[config.mk]
export PLATFORM = sky130hd
export DESIGN_NAME = flowseq_core
export DESIGN_NICKNAME = d
export VERILOG_FILES = /design/src/rtl/flowseq_pkg.sv /design/src/rtl/flowseq_decode.sv /design/src/rtl/flowseq_cond.sv /design/src/rtl/flowseq_core.sv
export SDC_FILE = /design/constraint.sdc
export NUM_CORES = 1
export LEC_CHECK = 0
export BUFFER_PORTS_ARGS = -buffer_cell sky130_fd_sc_hd__buf_2
export CAP_MARGIN = 20
export CORE_MARGIN = 1.5
export CORE_UTILIZATION = 40
export CTS_BUF_LIST = sky130_fd_sc_hd__clkbuf_4
export DETAILED_ROUTE_END_ITERATION = 7
export PLACE_DENSITY_LB_ADDON = 0.12
export RECOVER_POWER = 25
export SETUP_SLACK_MARGIN = 0.2
export SLEW_MARGIN = 20
export SYNTH_ARGS = -nofsm -noshare
export SYNTH_HDL_FRONTEND = slang
export SYNTH_HIERARCHICAL = 1
export SYNTH_SLANG_ARGS = --single-unit
[constraint.sdc]
create_clock -name clk -period 2.8 [get_ports clk]
set_input_delay 0.28 -clock clk [delete_from_list [all_inputs] [get_ports clk]]
set_output_delay 0.28 -clock clk [all_outputs]
set_load 0.03 [all_outputs]
[src/rtl/flowseq_pkg.sv]
package flowseq_pkg;

    typedef enum logic [3:0] {
        CL_OTHER, CL_JMP, CL_JCC, CL_CALL, CL_CCC, CL_RET, CL_RCC,
        CL_RST, CL_PCHL, CL_XTHL, CL_PUSHPSW, CL_POPPSW, CL_HALT, CL_ESC
    } op_class_t;

    typedef enum logic [3:0] {
        ST_IDLE, ST_IMM_LO, ST_IMM_HI, ST_ESC_SEL, ST_ESC_ARG,
        ST_PUSH_HI, ST_PUSH_LO, ST_POP_LO, ST_POP_HI, ST_DONE, ST_HALT
    } fsm_state_t;

    // flag byte positions tested by conditions
    localparam int FLAG_C = 0;
    localparam int FLAG_P = 2;
    localparam int FLAG_Z = 6;
    localparam int FLAG_S = 7;

    // fixed opcodes
    localparam logic [7:0] OPC_JMP  = 8'hC3;
    localparam logic [7:0] OPC_CALL = 8'hCD;
    localparam logic [7:0] OPC_RET  = 8'hC9;
    localparam logic [7:0] OPC_PCHL = 8'hE9;
    localparam logic [7:0] OPC_XTHL = 8'hE3;
    localparam logic [7:0] OPC_PSHW = 8'hF5;
    localparam logic [7:0] OPC_POPW = 8'hF1;
    localparam logic [7:0] OPC_HALT = 8'h76;
    localparam logic [7:0] OPC_ESC  = 8'hED;

    // escape selector bytes
    localparam logic [7:0] ESC_SWI    = 8'hED;
    localparam logic [7:0] ESC_NATIVE = 8'hFD;

endpackage

[src/rtl/flowseq_decode.sv]
module flowseq_decode
    import flowseq_pkg::*;
(
    input  logic [7:0] opcode,
    output op_class_t  cls,
    output logic [2:0] sel
);
    assign sel = opcode[5:3];

    always_comb begin
        cls = CL_OTHER;
        if (opcode[7:6] == 2'b11) begin
            unique case (opcode[2:0])
                3'b000:  cls = CL_RCC;
                3'b010:  cls = CL_JCC;
                3'b100:  cls = CL_CCC;
                3'b111:  cls = CL_RST;
                default: cls = CL_OTHER;
            endcase
            unique case (opcode)
                OPC_JMP:  cls = CL_JMP;
                OPC_CALL: cls = CL_CALL;
                OPC_RET:  cls = CL_RET;
                OPC_PCHL: cls = CL_PCHL;
                OPC_XTHL: cls = CL_XTHL;
                OPC_PSHW: cls = CL_PUSHPSW;
                OPC_POPW: cls = CL_POPPSW;
                OPC_ESC:  cls = CL_ESC;
                default:  ;
            endcase
        end
        if (opcode == OPC_HALT)
            cls = CL_HALT;
    end
endmodule

[src/rtl/flowseq_cond.sv]
module flowseq_cond (
    input  logic [3:0] tests,   // {sign, parity, carry, zero}
    input  logic [2:0] sel,
    output logic       take
);
    logic bit_val;
    assign bit_val = tests[sel[2:1]];
    assign take    = sel[0] ? bit_val : ~bit_val;
endmodule

[src/rtl/flowseq_core.sv]
module flowseq_core
    import flowseq_pkg::*;
#(
    parameter int              BW         = 8,
    parameter logic [2*BW-1:0] PC_RESET   = '0,
    parameter logic [2*BW-1:0] SP_RESET   = '0,
    parameter int              RST_STRIDE = 8
) (
    input  logic          clk,
    input  logic          rst_n,
    input  logic          start,
    input  logic [7:0]    opcode,
    input  logic [BW-1:0] flags_in,
    input  logic [BW-1:0] acc_in,
    input  logic [2*BW-1:0] hl_in,
    input  logic          irq,
    output logic          mem_req,
    output logic          mem_we,
    output logic [2*BW-1:0] mem_addr,
    output logic [BW-1:0] mem_wdata,
    input  logic [BW-1:0] mem_rdata,
    input  logic          mem_rdy,
    output logic [2*BW-1:0] pc,
    output logic [2*BW-1:0] sp,
    output logic          busy,
    output logic          done,
    output logic          halted,
    output logic          hl_we,
    output logic [2*BW-1:0] hl_wdata,
    output logic          acc_we,
    output logic [BW-1:0] acc_wdata,
    output logic          flag_lo_we,
    output logic          flag_all_we,
    output logic [2*BW-1:0] flag_wdata,
    output logic [2*BW-1:0] seg_out,
    output logic          native_mode,
    output logic          swi_req,
    output logic [BW-1:0] swi_vec
);
    localparam int          AW      = 2 * BW;
    localparam logic [AW-1:0] STEP1 = AW'(1);
    localparam logic [AW-1:0] STEP2 = AW'(2);
    localparam logic [1:0]  LAST_POP = 2'd2;

    fsm_state_t st, st_n;
    op_class_t  cls_in, cls_q;
    logic [2:0] sel_in;
    logic       take_in, take_q;

    logic [AW-1:0] pc_q, sp_q, wbuf_q, rbuf_q, seg_q;
    logic [BW-1:0] tgt_lo_q, vec_q;
    logic [1:0]    pops_q;
    logic          esc_exit_q;
    logic          p_hl, p_psw, p_fall, p_swi, p_halt, native_q;
    logic          fire;
    logic          call_go;
    logic [AW-1:0] pop_word;

    flowseq_decode u_dec (
        .opcode (opcode),
        .cls    (cls_in),
        .sel    (sel_in)
    );

    flowseq_cond u_cond (
        .tests ({flags_in[FLAG_S], flags_in[FLAG_P], flags_in[FLAG_C], flags_in[FLAG_Z]}),
        .sel   (sel_in),
        .take  (take_in)
    );

    assign fire     = mem_req & mem_rdy;
    assign call_go  = (cls_q == CL_CALL) || (cls_q == CL_ESC) || ((cls_q == CL_CCC) && take_q);
    assign pop_word = {mem_rdata, rbuf_q[BW-1:0]};

    // state register
    always_ff @(posedge clk) begin
        if (!rst_n) st <= ST_IDLE;
        else        st <= st_n;
    end

    // next state
    always_comb begin
        st_n = st;
        unique case (st)
            ST_IDLE: if (start) begin
                unique case (cls_in)
                    CL_JMP, CL_JCC, CL_CALL, CL_CCC:  st_n = ST_IMM_LO;
                    CL_RET, CL_XTHL, CL_POPPSW:       st_n = ST_POP_LO;
                    CL_RCC:                           st_n = take_in ? ST_POP_LO : ST_DONE;
                    CL_RST, CL_PUSHPSW:               st_n = ST_PUSH_HI;
                    CL_ESC:                           st_n = ST_ESC_SEL;
                    default:                          st_n = ST_DONE;
                endcase
            end
            ST_IMM_LO:  if (fire) st_n = ST_IMM_HI;
            ST_IMM_HI:  if (fire) st_n = call_go ? ST_PUSH_HI : ST_DONE;
            ST_ESC_SEL: if (fire) begin
                if (mem_rdata == BW'(ESC_SWI))         st_n = ST_ESC_ARG;
                else if (mem_rdata == BW'(ESC_NATIVE)) st_n = ST_POP_LO;
                else                                   st_n = ST_IMM_HI;
            end
            ST_ESC_ARG: if (fire) st_n = ST_DONE;
            ST_PUSH_HI: if (fire) st_n = ST_PUSH_LO;
            ST_PUSH_LO: if (fire) st_n = ST_DONE;
            ST_POP_LO:  if (fire) st_n = ST_POP_HI;
            ST_POP_HI:  if (fire) begin
                if (cls_q == CL_XTHL)                     st_n = ST_PUSH_HI;
                else if (esc_exit_q && pops_q != LAST_POP) st_n = ST_POP_LO;
                else                                      st_n = ST_DONE;
            end
            ST_DONE:    st_n = p_halt ? ST_HALT : ST_IDLE;
            ST_HALT:    if (irq) st_n = ST_IDLE;
            default:    st_n = ST_IDLE;
        endcase
    end

    // datapath registers
    always_ff @(posedge clk) begin
        if (!rst_n) begin
            pc_q       <= PC_RESET;
            sp_q       <= SP_RESET;
            cls_q      <= CL_OTHER;
            take_q     <= 1'b0;
            wbuf_q     <= '0;
            rbuf_q     <= '0;
            seg_q      <= '0;
            tgt_lo_q   <= '0;
            vec_q      <= '0;
            pops_q     <= '0;
            esc_exit_q <= 1'b0;
            p_hl       <= 1'b0;
            p_psw      <= 1'b0;
            p_fall     <= 1'b0;
            p_swi      <= 1'b0;
            p_halt     <= 1'b0;
            native_q   <= 1'b0;
        end else begin
            unique case (st)
                ST_IDLE: if (start) begin
                    cls_q      <= cls_in;
                    take_q     <= take_in;
                    pops_q     <= '0;
                    esc_exit_q <= 1'b0;
                    p_hl       <= 1'b0;
                    p_psw      <= 1'b0;
                    p_fall     <= 1'b0;
                    p_swi      <= 1'b0;
                    p_halt     <= (cls_in == CL_HALT);
                    if (cls_in == CL_RST) begin
                        wbuf_q <= pc_q;
                        pc_q   <= AW'(sel_in) * AW'(RST_STRIDE);
                    end
                    if (cls_in == CL_PUSHPSW) wbuf_q <= {acc_in, flags_in};
                    if (cls_in == CL_PCHL)    pc_q   <= hl_in;
                end
                ST_IMM_LO: if (fire) begin
                    tgt_lo_q <= mem_rdata;
                    pc_q     <= pc_q + STEP1;
                end
                ST_IMM_HI: if (fire) begin
                    if ((cls_q == CL_JMP) || ((cls_q == CL_JCC) && take_q)) begin
                        pc_q <= {mem_rdata, tgt_lo_q};
                    end else if (call_go) begin
                        wbuf_q <= pc_q + STEP1;
                        pc_q   <= {mem_rdata, tgt_lo_q};
                    end else begin
                        pc_q <= pc_q + STEP1;
                    end
                end
                ST_ESC_SEL: if (fire) begin
                    pc_q       <= pc_q + STEP1;
                    tgt_lo_q   <= mem_rdata;
                    esc_exit_q <= (mem_rdata == BW'(ESC_NATIVE));
                end
                ST_ESC_ARG: if (fire) begin
                    pc_q  <= pc_q + STEP1;
                    vec_q <= mem_rdata;
                    p_swi <= 1'b1;
                end
                ST_PUSH_LO: if (fire) sp_q <= sp_q - STEP2;
                ST_POP_LO:  if (fire) rbuf_q[BW-1:0] <= mem_rdata;
                ST_POP_HI:  if (fire) begin
                    rbuf_q[AW-1:BW] <= mem_rdata;
                    sp_q            <= sp_q + STEP2;
                    unique case (cls_q)
                        CL_RET, CL_RCC: pc_q <= pop_word;
                        CL_POPPSW:      p_psw <= 1'b1;
                        CL_XTHL: begin
                            wbuf_q <= hl_in;
                            p_hl   <= 1'b1;
                        end
                        CL_ESC: begin
                            pops_q <= pops_q + 2'd1;
                            unique case (pops_q)
                                2'd0:    pc_q  <= pop_word;
                                2'd1:    seg_q <= pop_word;
                                default: begin
                                    native_q <= 1'b1;
                                    p_fall   <= 1'b1;
                                end
                            endcase
                        end
                        default: ;
                    endcase
                end
                default: ;
            endcase
        end
    end

    // outputs
    always_comb begin
        mem_req   = 1'b0;
        mem_we    = 1'b0;
        mem_addr  = pc_q;
        mem_wdata = '0;
        unique case (st)
            ST_IMM_LO, ST_IMM_HI, ST_ESC_SEL, ST_ESC_ARG: begin
                mem_req  = 1'b1;
                mem_addr = pc_q;
            end
            ST_PUSH_HI: begin
                mem_req   = 1'b1;
                mem_we    = 1'b1;
                mem_addr  = sp_q - STEP1;
                mem_wdata = wbuf_q[AW-1:BW];
            end
            ST_PUSH_LO: begin
                mem_req   = 1'b1;
                mem_we    = 1'b1;
                mem_addr  = sp_q - STEP2;
                mem_wdata = wbuf_q[BW-1:0];
            end
            ST_POP_LO: begin
                mem_req  = 1'b1;
                mem_addr = sp_q;
            end
            ST_POP_HI: begin
                mem_req  = 1'b1;
                mem_addr = sp_q + STEP1;
            end
            default: ;
        endcase
    end

    assign pc          = pc_q;
    assign sp          = sp_q;
    assign busy        = (st != ST_IDLE) && (st != ST_HALT);
    assign done        = (st == ST_DONE);
    assign halted      = (st == ST_HALT);
    assign hl_we       = done & p_hl;
    assign hl_wdata    = rbuf_q;
    assign acc_we      = done & p_psw;
    assign acc_wdata   = rbuf_q[AW-1:BW];
    assign flag_lo_we  = done & p_psw;
    assign flag_all_we = done & p_fall;
    assign flag_wdata  = rbuf_q;
    assign seg_out     = seg_q;
    assign native_mode = native_q;
    assign swi_req     = done & p_swi;
    assign swi_vec     = vec_q;
endmodule

# --- Word level (Yosys, flattened, before mapping) ---
# Cells that the tools add are included.
# W data, S select, Z words.
op_classes:
  add_sub_neg: 6
  multipliers: 0
  div: 0
  magnitude_cmp: 1
  eq_ne: 72
  shift: 0
  muxes: 71
  bitwise: 7
  n_reduce_logical: 44
op_table:
  columns: ["cell", "count"]
  rows:
  - ["$mux W16", 19]
  - ["$pmux W16 S4", 2]
  - ["$eq A8 B8 Y1 const B", 10]
  - ["$mux W4", 16]
  - ["$pmux W16 S2", 2]
  - ["$eq A4 B4 Y1 const B", 12]
  - ["$pmux W16 S3", 1]
  - ["$eq A4 B3 Y1 const B", 11]
  - ["$pmux W4 S10", 1]
  - ["$add A16 B1 Y16 const B", 2]
  - ["$ne A2 B2 Y1 const B", 16]
  - ["$pmux W4 S8", 1]
  - ["$eq A4 B2 Y1 const B", 6]
  - ["$pmux W4 S5", 1]
  - ["$reduce_and A4 Y1", 5]
  - ["$add A16 B2 Y16 const B", 1]
  - ["$pmux W8 S2", 1]
  - ["$reduce_and A8 Y1", 2]
  - ["$sub A16 B1 Y16 const B", 1]
  - ["$sub A16 B2 Y16 const B", 1]
  - ["$mux W1", 14]
  - ["$eq A4 B1 Y1 const B", 3]
  - ["$pmux W3 S4", 1]
  - ["$reduce_or A2 Y1", 6]
  - ["other kinds (33)", 66]
totals:
  ff_bits: 114
  latch_bits: 0
  ram_bits: 0
  romBits: 0
  input_bits: 53
  output_inout_bits: 131
  wordCells: 220
  n_memories: 0

# --- Longest topological paths before layout ---
depth:
  word_depth: 10
  mapped_depth: 14

# --- Modules after synthesis ---
# The synthesis kept the hierarchy.
modules_own_cells:
  columns: ["mod", "n_inst", "cells_each", "area_per_inst_um2"]
  rows:
  - ["flowseq_core", 1, 955, 7567.3]
  - ["flowseq_decode", 1, 35, 229.0]
  - ["flowseq_cond", 1, 2, 31.3]

# --- Worst setup path before layout ---
# No wires, ideal clock.
synth_timing:
  path_type: "register to output"
  start: "reg st[1]"
  end: "out mem_addr[5]"
  arrival_time_ps: 2579
  required_ps: 2520
  setup_slack_ps: -59
  stages_incl_launch_ff: 8
  n_path_buf: 4
  cell_sequence: "dfxtp_1 -> buf_2 -> buf_2 -> nor2b_1 -> buf_2 -> o21ai_1 -> clkbuf_1 -> o311ai_0"
synth_between:
  elab_chain_cells: 2
synth_lines:
  columns: ["element", "line", "rtl"]
  rows:
  - ["from (decl)", "flowseq_core.sv:45", "fsm_state_t st, st_n;"]
  - ["from (signal assigned)", "flowseq_core.sv:78", "else st <= st_n;"]
  - ["$eq A4 B4 Y1 / $eq A4 B3 Y1 (equally long branches)", "flowseq_core.sv:217", "unique case (st)"]
  - ["$pmux W16 S4 *", "flowseq_core.sv:217", null]
  - ["to (decl)", "flowseq_core.sv:19", "output logic [2*BW-1:0] mem_addr,"]
# Mark *: on every way between the ends. The rest lies on a longest branch, timed or not.

# --- Final worst setup path ---
layout_timing:
  start: "reg sp_q[5], in the netlist sp[5]"
  end: "out mem_addr[10]"
layout_between:
  elab_chain_cells: 2
layout_lines:
  columns: ["element", "line", "rtl"]
  rows:
  - ["from (decl)", "flowseq_core.sv:50", "logic [AW-1:0] pc_q, sp_q, wbuf_q, rbuf_q, seg_q;"]
  - ["from (signal assigned)", "flowseq_core.sv:180", "ST_PUSH_LO: if (fire) sp_q <= sp_q - STEP2;"]
  - ["from (signal assigned)", "flowseq_core.sv:184", "sp_q <= sp_q + STEP2;"]
  - ["$add A16 B1 Y16, or another cell as far along", "flowseq_core.sv:240", "mem_addr = sp_q + STEP1;"]
  - ["$pmux W16 S4 *", "flowseq_core.sv:217", null]
# Marked as above.

==> reports/qor.yml <==
status: "finished clean"
synth_cell_types: 84
p_total_mw: 10.7
path_clk_slew_ns: 0.14
root_buffer: "clkbuf_4"
yosysTopAreaCell: "dfxtp_1"
finalHoldViolations: 0
async_flop_share_pct: 0
max_cap_violations: 0
worstPathCellList: "or3_4 -> or3_4 -> nor2b_4 -> buf_4 -> and3_1 -> a221o_1 -> buf_6"
min_from: "mem_rdata[0]"
endpoint_kind: "primary output"
final_common_cell: "buf_2"
p_leak_nw: 3.80
grt_max_degree: 83
crit_start: "sp[5]"
syn_inst: 992
syn_area_per_cell_um2: 7.89
final_cell_mix: "buf_2 (108), a21oi_1 (107), dfxtp_1 (104), buf_4 (87), nand2_1 (86)"
final_nets: 1227
yosys-top-cells-area: "dfxtp_1 (29%), mux2i_1 (6.9%), a21oi_1 (6.8%)"
cts_buffers: 17
min_path_type: "input pin to flip-flop"
max_freq_mhz: 380
initial_core_util_pct: 41.3
insertion_delay_ns: 0.57
setup_viol_count_final: 0
maxSlewViolCount: 0
post-route-drc-count: 0
skew_ns: 0.0359
cts_tree: "yes"
drt-vias-per-instance: 5.89
p_per_area_mw_per_mm2: 1090
clock_sinks: 113
ys_seq_area_share_pct: 28.9
rsz0062_at_grt: "yes"
core_mm2: 0.0190
cp.arrival_ns: 2.35
critical_path_required_ns: 2.52
place.gp.congestion: 0.909
dieArea_mm2: 0.0204
grt_pass1_wl_um: 45000
layout.cells.non_filler: 1443
syn_nets: 1051
fin_tns_setup_ns: 0
crit_fanout: 8
die_h_um: 143
antenna_found_initial: 1
fill_cells: 1923
yosys_most_used_dff: "dfxtp_1"
drive_above_1_share_pct: 28.6
slew_headroom_pct: 48.5
synthToLayoutAreaGrowth_pct: 25.8
min_period_over_period_pct: 93.9
die_x_um: 143
hpwl_um: 20600
crit_type: "flip-flop to primary output"
dp_cells: 1379
cp_common_cell: "or3_4"
r2r_start: "st[2]"
clock_path_buffers: 2
synth_top_area_share_pct: 28.9
wl_per_cell_um: 20.5
grt_overflow: 0
synth_edf_count: 0
antenna_left: 0
cts.htree.levels: 4
first_iter_violations: 888
max-vdd-ir-drop_v: 0.000587
period_needed_ns: 2.63
drt-pass1-iter-count: 8
num_rows: 50
syn-cell-area_mm2: 0.00783
grt_usage_pct: 28.8
port_buffers: 182
pin_count: 184
first_global_vias: 7942
crit_path_max_incr_delay_ns: 0.41
cp_slowest_cell: "dfxtp_2"
vias: 8501
worst_pin_slew_ns: 0.772
ys_warn_count: 6
routed_wl_um: 29700
startpoint_type: "flip-flop"
yosys_register_bits: 113
through the flow:
step           hold WS (ns)  utilization [%]  worst slack, ns  instance area, um2
6_report             0.0640             51.9            0.171                9840
5_1_grt              0.0206             51.9           0.0933                9840
4_1_cts              0.0238             51.2            0.114                9710
3_5_place_dp          0.447             47.6           0.0315                9020
3_3_place_gp          0.438             47.6           0.0573                9020
2_1_floorplan         0.416                -            0.176                7870
cell families after synthesis:
logic type	count (synthesis)	synth area share, %
compound gates	294	26.9
xor+xnor	23	2.57
fa+ha+maj	6	0.959
buf+inv	150	9.96
flops	113	28.9
mux	55	7.19
other cells	1	0.0479
simple gates	350	23.5
routing by layer:
layer / wire [um] / GRT usage (%)
met1: 13000 / 38.9
met2: 13400 / 45.4
met3: 2470 / 5.97
met4: 801 / 9.82
met5: 0 / 0
report_power, final:
group          internal, mW  switching [mW]
registers              1.95           0.384
logic                  2.77            4.27
clock network         0.488           0.832
total                  5.20            5.48
cells in the mapped netlist (4+ instances only):
cell      number
mux2i_1       54
o22ai_1        4
buf_4         30
a222oi_1      12
nand2_1       86
ha_1           6
nor2_1        88
xor2_1        13
a31oi_1        8
nor2b_1        8
a21oi_1      107
a211oi_1      20
o21a_1         8
dfxtp_1      113
nand3b_1       6
a311oi_2      13
inv_1         20
o21bai_1       4
o21ai_0       31
nand2b_1      14
buf_2         33
nand3_1       31
and3_1         7
buf_6          6
a22oi_1       12
or4_1          5
or3_1          8
o211ai_1       8
nor4_1        19
nor3_1        27
and2_1         8
clkbuf_1      52
nand4_1        9
a221oi_1      12
a311oi_1       5
xnor2_1       10
o221ai_1       4
buf_1          5
o21ai_1       10
a221o_1        7
what timing repair did:
item | CTS | global route
resized for setup | 55 | 63
gates cloned | 3 | 0
buffers inserted | 23 | 3
pin swaps | 8 | 23
hold buffers | 1 | 0
hold endpoints to repair | 1 | 0
setup endpoints to repair | 15 | 15
flip-flops by register name, summed over array words and instances (netlist names):
signal       cells
flag_wdata      16
pc              16
seg_out         16
wbuf_q          16
sp              15
swi_vec          8
tgt_lo_q         8
cls_q            4
st               4
pops_q           2
esc_exit_q       1
native_mode      1
p_fall           1
p_halt           1
p_hl             1
p_psw            1
p_swi            1
take_q           1
critical path: cells and delay by family (launching register included):
kind / cells / cell delay (ns)
buf+inv: 2 / 0.26
compound gates: 1 / 0.16
simple gates: 4 / 0.98
flops: 1 / 0.41
final timing paths:
| check | endpoint | slack, ns | cells after the start |
|---|---|---|---|
| worst max-delay path | mem_addr[10] | 0.17 | 7 |
| worst max register to register | wbuf_q[10] | 0.34 | 7 |
| worst min-delay path | flag_wdata[8] | 0.06 | 3 |
| worst min register to register | tgt_lo_q[1] | 0.47 | 2 |
layout make-up:
cell class                 count  area (um2)  share of cell area [%]
timing repair buffer         284        1800                    18.3
clock buffer                  17         128                    1.30
tap                          260         325                    3.30
clock inverter                15         163                    1.65
antenna                        2        5.00                  0.0508
inverter                      22        86.3                   0.877
multi-input combinational    730        5040                    51.2
sequential                   113        2290                    23.3
(Power assumes the default switching activity.)
